File: config.mk
export PLATFORM = sky130hd
export DESIGN_NAME = adc_soc_ctrl
export DESIGN_NICKNAME = d
export VERILOG_FILES = /design/src/rtl/adc_soc_pkg.sv /design/src/rtl/adc_start_sel.sv /design/src/rtl/adc_clk_div.sv /design/src/rtl/adc_sar_core.sv /design/src/rtl/adc_soc_ctrl.sv
export SDC_FILE = /design/constraint.sdc
export NUM_CORES = 1
export LEC_CHECK = 0
export ABC_AREA = 0
export ABC_CLOCK_PERIOD_IN_PS = 2700
export BUFFER_PORTS_ARGS = -buffer_cell sky130_fd_sc_hd__buf_2
export CAP_MARGIN = 20
export CORE_MARGIN = 2
export CORE_UTILIZATION = 54
export CTS_CLUSTER_DIAMETER = 30
export DETAILED_ROUTE_END_ITERATION = 8
export HOLD_SLACK_MARGIN = 0.08
export PLACE_DENSITY = 0.77
export SYNTH_ARGS = -nofsm -noshare
export SYNTH_HDL_FRONTEND = slang
export SYNTH_HIERARCHICAL = 1
export SYNTH_SLANG_ARGS = --single-unit
export TNS_END_PERCENT = 100
File: constraint.sdc
create_clock -name clk -period 2.7 [get_ports clk]
set_input_delay 0.81 -clock clk [delete_from_list [all_inputs] [get_ports clk]]
set_output_delay 0.81 -clock clk [all_outputs]
set_load 0.02 [all_outputs]
File: src/rtl/adc_soc_pkg.sv
package adc_soc_pkg;
  typedef enum logic [1:0] {
    SRC_SW  = 2'b00,
    SRC_T3  = 2'b01,
    SRC_EXT = 2'b10,
    SRC_T2  = 2'b11
  } src_e;

  localparam logic [1:0] A_CTRL = 2'd0;
  localparam logic [1:0] A_CFG  = 2'd1;
  localparam logic [1:0] A_HI   = 2'd2;
  localparam logic [1:0] A_LO   = 2'd3;
endpackage

File: src/rtl/adc_start_sel.sv
module adc_start_sel
  import adc_soc_pkg::*;
#(
  parameter int SYNC_STAGES = 2
) (
  input  logic clk,
  input  logic rst,
  input  src_e mode,
  input  logic sw_go,
  input  logic t3_ovf,
  input  logic t2_ovf,
  input  logic ext_pin,
  output logic start
);
  // sync chain plus one history flop for edge detection
  logic [SYNC_STAGES:0] sh;
  logic ext_rise;

  always_ff @(posedge clk) begin
    if (rst) sh <= '0;
    else     sh <= {sh[SYNC_STAGES-1:0], ext_pin};
  end

  assign ext_rise = sh[SYNC_STAGES-1] & ~sh[SYNC_STAGES];

  always_comb begin
    unique case (mode)
      SRC_SW:  start = sw_go;
      SRC_T3:  start = t3_ovf;
      SRC_EXT: start = ext_rise;
      SRC_T2:  start = t2_ovf;
      default: start = 1'b0;
    endcase
  end
endmodule

File: src/rtl/adc_clk_div.sv
module adc_clk_div #(
  parameter int DIV_W = 4
) (
  input  logic             clk,
  input  logic             rst,
  input  logic             clr,
  input  logic [DIV_W-1:0] div,
  output logic             tick
);
  logic [DIV_W-1:0] cnt;

  assign tick = ~clr & (cnt == div);

  always_ff @(posedge clk) begin
    if (rst || clr)      cnt <= '0;
    else if (cnt == div) cnt <= '0;
    else                 cnt <= cnt + 1'b1;
  end
endmodule

File: src/rtl/adc_sar_core.sv
module adc_sar_core #(
  parameter int RES_W = 10
) (
  input  logic             clk,
  input  logic             rst,
  input  logic             start,
  input  logic             tick,
  input  logic             cmp,
  output logic             busy,
  output logic             finish,
  output logic [RES_W-1:0] dac,
  output logic [RES_W-1:0] result
);
  localparam logic [RES_W-1:0] MSB = {1'b1, {(RES_W-1){1'b0}}};

  logic             tracking;
  logic [RES_W-1:0] sar, mask, decided;

  assign decided = cmp ? sar : (sar & ~mask);
  assign finish  = busy & tick & ~tracking & mask[0];
  assign dac     = sar;

  always_ff @(posedge clk) begin
    if (rst) begin
      busy     <= 1'b0;
      tracking <= 1'b0;
      sar      <= '0;
      mask     <= '0;
      result   <= '0;
    end else if (!busy) begin
      if (start) begin
        busy     <= 1'b1;
        tracking <= 1'b1;
        sar      <= '0;
        mask     <= '0;
      end
    end else if (tick) begin
      if (tracking) begin
        tracking <= 1'b0;
        sar      <= MSB;
        mask     <= MSB;
      end else if (mask[0]) begin
        result <= decided;
        sar    <= decided;
        busy   <= 1'b0;
      end else begin
        sar  <= decided | (mask >> 1);
        mask <= mask >> 1;
      end
    end
  end
endmodule

File: src/rtl/adc_soc_ctrl.sv
module adc_soc_ctrl
  import adc_soc_pkg::*;
#(
  parameter int DIV_W = 4,
  parameter int RES_W = 10
) (
  input  logic             clk,
  input  logic             rst,
  input  logic             reg_wr,
  input  logic [1:0]       reg_addr,
  input  logic [7:0]       reg_wdata,
  output logic [7:0]       reg_rdata,
  input  logic             tmr3_ovf,
  input  logic             tmr2_ovf,
  input  logic             ext_start,
  input  logic             cmp_in,
  output logic [RES_W-1:0] dac_code,
  output logic             irq
);
  localparam int PAD = 16 - RES_W;

  src_e             mode_q;
  logic             ien_q, ljust_q, done_q;
  logic [DIV_W-1:0] div_q;
  logic             busy_w, finish_w, start_w, tick_w, sw_go;
  logic [RES_W-1:0] res_w;
  logic [15:0]      packed_res;
  logic             ctrl_wr;

  assign ctrl_wr = reg_wr && (reg_addr == A_CTRL);
  assign sw_go   = ctrl_wr & reg_wdata[0];

  adc_start_sel #(.SYNC_STAGES(2)) u_sel (
    .clk(clk), .rst(rst), .mode(mode_q), .sw_go(sw_go),
    .t3_ovf(tmr3_ovf), .t2_ovf(tmr2_ovf), .ext_pin(ext_start),
    .start(start_w)
  );

  adc_clk_div #(.DIV_W(DIV_W)) u_div (
    .clk(clk), .rst(rst), .clr(~busy_w), .div(div_q), .tick(tick_w)
  );

  adc_sar_core #(.RES_W(RES_W)) u_core (
    .clk(clk), .rst(rst), .start(start_w), .tick(tick_w), .cmp(cmp_in),
    .busy(busy_w), .finish(finish_w), .dac(dac_code), .result(res_w)
  );

  always_ff @(posedge clk) begin
    if (rst) begin
      mode_q  <= SRC_SW;
      ien_q   <= 1'b0;
      ljust_q <= 1'b0;
      div_q   <= '0;
    end else if (reg_wr) begin
      if (reg_addr == A_CTRL) begin
        mode_q  <= src_e'(reg_wdata[5:4]);
        ljust_q <= reg_wdata[3];
        ien_q   <= reg_wdata[2];
      end else if (reg_addr == A_CFG) begin
        div_q <= reg_wdata[DIV_W-1:0];
      end
    end
  end

  // completion flag: set beats a simultaneous software clear
  always_ff @(posedge clk) begin
    if (rst)                          done_q <= 1'b0;
    else if (finish_w)                done_q <= 1'b1;
    else if (ctrl_wr && !reg_wdata[1]) done_q <= 1'b0;
  end

  assign irq = done_q & ien_q;

  assign packed_res = ljust_q ? {res_w, {PAD{1'b0}}} : {{PAD{1'b0}}, res_w};

  always_comb begin
    unique case (reg_addr)
      A_CTRL:  reg_rdata = {2'b00, mode_q, ljust_q, ien_q, done_q, busy_w};
      A_CFG:   reg_rdata = {{(8-DIV_W){1'b0}}, div_q};
      A_HI:    reg_rdata = packed_res[15:8];
      default: reg_rdata = packed_res[7:0];
    endcase
  end
endmodule

## Word-level counts from Yosys, hierarchy flattened

Index checks and enable logic that the tools add are counted.

| storage, ports and cells | value |
|---|---|
| register bits after elaboration | 48 |
| bits of input ports | 17 |
| output and inout port bits | 19 |
| word-level logic and storage cells | 73 |

| cells by class | value |
|---|---|
| add/sub/neg operators | 1 |
| equal/unequal tests | 8 |
| multiplexer cells | 23 |
| bitwise gates (word level) | 14 |
| reductions and logical operators | 14 |

Operator list:

| kind | count |
|---|---|
| $mux W10 | 10 |
| $pmux W8 S3 | 1 |
| $mux W16 | 1 |
| $and A10 B10 Y10 | 1 |
| $mux W1 | 10 |
| $not A10 Y10 | 1 |
| $or A10 B9 Y10 | 1 |
| $and A1 B1 Y1 | 7 |
| $eq A2 B2 Y1 const B | 3 |
| $reduce_and A3 Y1 | 2 |
| $add A4 B1 Y4 const B | 1 |
| $eq A2 B1 Y1 const B | 2 |
| $eq A4 B4 Y1 | 1 |
| $logic_not A2 Y1 | 2 |
| $not A1 Y1 | 4 |
| $pmux W1 S4 | 1 |
| $reduce_and A2 Y1 | 2 |
| $reduce_and A4 Y1 | 1 |
| $reduce_bool A2 Y1 | 2 |
| $ne A3 B3 Y1 const B | 1 |
| $logic_and A1 B1 Y1 | 2 |
| $ne A2 B1 Y1 const B | 1 |
| $reduce_or A2 Y1 | 1 |
| $logic_not A1 Y1 | 1 |
| $logic_or A1 B1 Y1 | 1 |

## Longest topological paths before layout

| logic depth | value |
|---|---|
| word-level depth | 8 |
| mapped depth | 8 |
| mapped depth without buffers | 7 |

## Hierarchy

Netlist, hierarchy kept.

By module, submodules not included:

| module | times used | cells an instance | area an instance (um2) | seq. area each (um2) |
|---|---|---|---|---|
| adc_sar_core | 1 | 137 | 1315.0 | 640.6 |
| adc_soc_ctrl | 1 | 72 | 625.6 | 180.2 |
| adc_clk_div | 1 | 18 | 196.4 | 80.1 |
| adc_start_sel | 1 | 8 | 110.1 | 60.1 |

## Worst setup path before layout

OpenSTA, ideal clock, no wires.

| timing path | value |
|---|---|
| path kind | input to output |
| start | in reg_addr[1] |
| end | out reg_rdata[3] |
| data arrival time | 1.755 ns |
| required time | 1.890 ns |
| path slack | 0.135 ns |
| cell stages on the path | 4 |
| buffers on the path | 2 |
| cell sequence | buf_2 buf_2 a31oi_1 o21ai_0 |

| on the way | value |
|---|---|
| word-level cells in the longest chain between the ends | 2 |
| elaborated cells on any way between the ends | 4 |
| classes of those cells | eq/ne: 2; mux: 1; reduce/logical: 1 |

Ends and longest elaborated chain:

| element | line | RTL |
|---|---|---|
| start, declared | adc_soc_ctrl.sv:10 | `input logic [1:0] reg_addr,` |
| $eq A2 B2 Y1, or another cell as far along | adc_soc_ctrl.sv:77 | `unique case (reg_addr)` |
| $pmux W8 S3 (*) | adc_soc_ctrl.sv:77 |  |
| end, declared | adc_soc_ctrl.sv:12 | `output logic [7:0] reg_rdata,` |

Mark *: on every way between the ends. The rest lies on a longest branch, timed or not.

## Worst setup path in the final report

| timing path | value |
|---|---|
| start | reg ljust_q |
| end | out reg_rdata[0] |

| on the way | value |
|---|---|
| word-level cells in the longest chain between the ends | 2 |

Ends and longest elaborated chain:

| element | line | RTL |
|---|---|---|
| start, declared | adc_soc_ctrl.sv:23 | `logic ien_q, ljust_q, done_q;` |
| start signal, assigned | adc_soc_ctrl.sv:57 | `ljust_q <= reg_wdata[3];` |
| $mux W16 | adc_soc_ctrl.sv:74 | `assign packed_res = ljust_q ? {res_w, {PAD{1'b0}}} : {{PAD{1'b0}}, res_w};` |
| $pmux W8 S3 | adc_soc_ctrl.sv:77 |  |

No other way between the ends.

==> impl_metrics.toml <==
[worst_setup_path]
cp_max_fo = 10
crit_path_end_kind = "output pin"
cp.buffers_inverters = 1
required_ns = 1.89
critPathLaunchType = "flip-flop"
worst_path_largest_cell_delay_ns = 0.51
crit_family = "multiplexers"
path_cells = "mux2_4 -> mux4_2 -> buf_2"
crit_type = "reg2out"
r2r_start = "u_div/cnt[0]"
arrival_ns = 1.75
slowest_stage = "dfxtp_1"
rrSetupSlack_ns = 0.46
reg2regPathDepth = 6
rr_endpoint = "u_core/mask[0]"

[synthesis]
syn_inst = 235
syn_area_um2 = 2250
ys.flop_type = "dfxtp_1"
synth_fp_nets = 253
ys_warn_count = 6
syn_area_per_cell_um2 = 9.56
async_flop_share_pct = 0
synth_edf_count = 0
seq_area_frac_synth_pct = 42.8
ys_ff_latch = 48
ys_types = 47

[hold_path]
min_delay_path_depth = 1
min-delay-start = "u_sel/sh[0]"
hold_class = "reg2reg"
worstHoldEndpoint = "u_sel/sh[1]"

[run_status]
status = "complete, no violations"

[floorplanning]
rows = 23
io_pins = 36
start_util_pct = 56.2
die_area_um2 = 4690
die_h_um = 68.5
coreArea_um2 = 4000
die_w_um = 68.5

[route]
first_pass_iters = 4
drc = 0
postRouteAntennaNets = 0
drtIter0Drc = 47
routed_via_density = 5.56
finalWirelength_um = 4650
vias = 1786
post_drt_wl_per_cell_um = 14.5

[clock_tree]
cts_made_buffers = 5
postCtsSetupBuffers = 0
cts-root-buf = "clkbuf_8"
clock_latency_ns = 0.30
cts_hold_buf = 0
cts_max_level = 2
clock_path_buffers = 2
clk_pin_slew_worst_paths_ns = 0.08
cts-resized-gates = 0
cts_tree = "done"
clkSinkCount = 48

[cells_and_area]
diodes = 0
mostFrequentLayoutCell = "dfxtp_1"
area_delta_synth_final_pct = 12.7
layout-drive-gt1-share_pct = 21.4
fin_util_pct = 63.3
final_cell_mix = "48 x dfxtp_1, 33 x buf_2, 24 x a21oi_1"
nets = 288

[timing]
setup_violations = 0
worst_slack_ns = 0.142
relSlewSlack_pct = 61.2
grt_setup_unrepaired = "false"
max_freq_mhz = 391
timing_hold_violations_final = 0
finalSetupTns_ns = 0
slew_viol_final = 0
tightest_slew_ns = 0.581
period_share_pct = 94.8
clock_skew_ns = 0.00482
period_minus_slack_ns = 2.56

[power_and_ir_drop]
pwr_density_cell_nw_per_um2 = 493
leakage_nw = 1.01
vdd_ir_drop_max_v = 0.000346

[place]
pre_cts_ws_ns = 0.126
gp_congestion = 0.768
dp_hpwl_um = 3330
numPortBuffers = 33

[flow_run]
maxCapViolCount = 0

[grt]
grt_overflow = 0
grt_pass1_wl_um = 7550
antenna_found_initial = 0
first_global_vias = 1656
grt_util_all_layers_pct = 21.9
grt_max_degree = 28
## power breakdown
| group | internal, mW | switching (mW) |
|---|---|---|
| sequential | 0.715 | 0.00921 |
| combinational | 0.0417 | 0.0529 |
| clock | 0.209 | 0.220 |
| total | 0.966 | 0.282 |
## synthesized netlist by cell type, drive strengths merged, types with 6 or more instances
cell type	instances	area [µm²]
dfxtp	48	961
nor2	14	60.1
nand2b	11	68.8
o2bb2ai	10	87.6
buf	11	81.3
inv	6	22.5
nand2	12	45.0
nand3	13	65.1
nor2b	20	128
mux2i	9	90.1
a22o	8	70.1
a21oi	24	120
## routing by layer
metal	GRT usage, %	vias up	routed length, µm
met1	28.6	833	2280
met2	35.8	37	2120
met5	0	-	0
met3	4.87	8	173
li1	-	908	-
met4	7.50	0	80
## logic make-up after synthesis
group / synth area share, %
simple gates: 24.1
compound gates: 18.3
flops: 42.8
buf+inv: 4.79
mux: 7.18
xor+xnor: 2.34
fa+ha+maj: 0.557
## registers in the layout (all words and copies together), names as in the netlist, 2 cells and up
signal	flops
div_q	4
u_div/cnt	4
u_core/result	10
u_sel/sh	3
u_core/dac	10
u_core/mask	10
mode_q	2
## worst max-delay path by stage
| stage | endpoint | slack (ns) | startpoint | depth (start not counted) |
|---|---|---|---|---|
| finish | reg_rdata[0] | 0.14 | ljust_q | 3 |
| global route | reg_rdata[0] | 0.07 | ljust_q | 3 |
| CTS | reg_rdata[0] | 0.14 | ljust_q | 3 |
| detailed placement | u_core/mask[6] | 0.13 | reg_addr[0] | 7 |
| global placement | u_core/mask[3] | 0.15 | reg_addr[0] | 7 |
| floorplan | reg_rdata[3] | 0.14 | reg_addr[1] | 4 |
## metrics by stage
stage | cell area (µm²) | cells | hold slack, ns | power [mW]
after floorplan | 2250 | 235 | 0.414 | 0.804
after global placement | 2440 | 313 | 0.417 | 0.833
after detailed placement | 2440 | 313 | 0.425 | 0.835
after CTS | 2530 | 321 | 0.445 | 1.26
after global routing | 2530 | 321 | 0.469 | 1.30
final | 2530 | 321 | 0.440 | 1.25
## cell type report
class	count	area, µm²
fillers	349	1470
multi-input cells	169	1180
flip-flops and latches	48	961
repair buffers	40	218
clock buffers	8	90.1
well taps	50	62.6
inverters	6	22.5
Power figures use the tool's default switching activity.
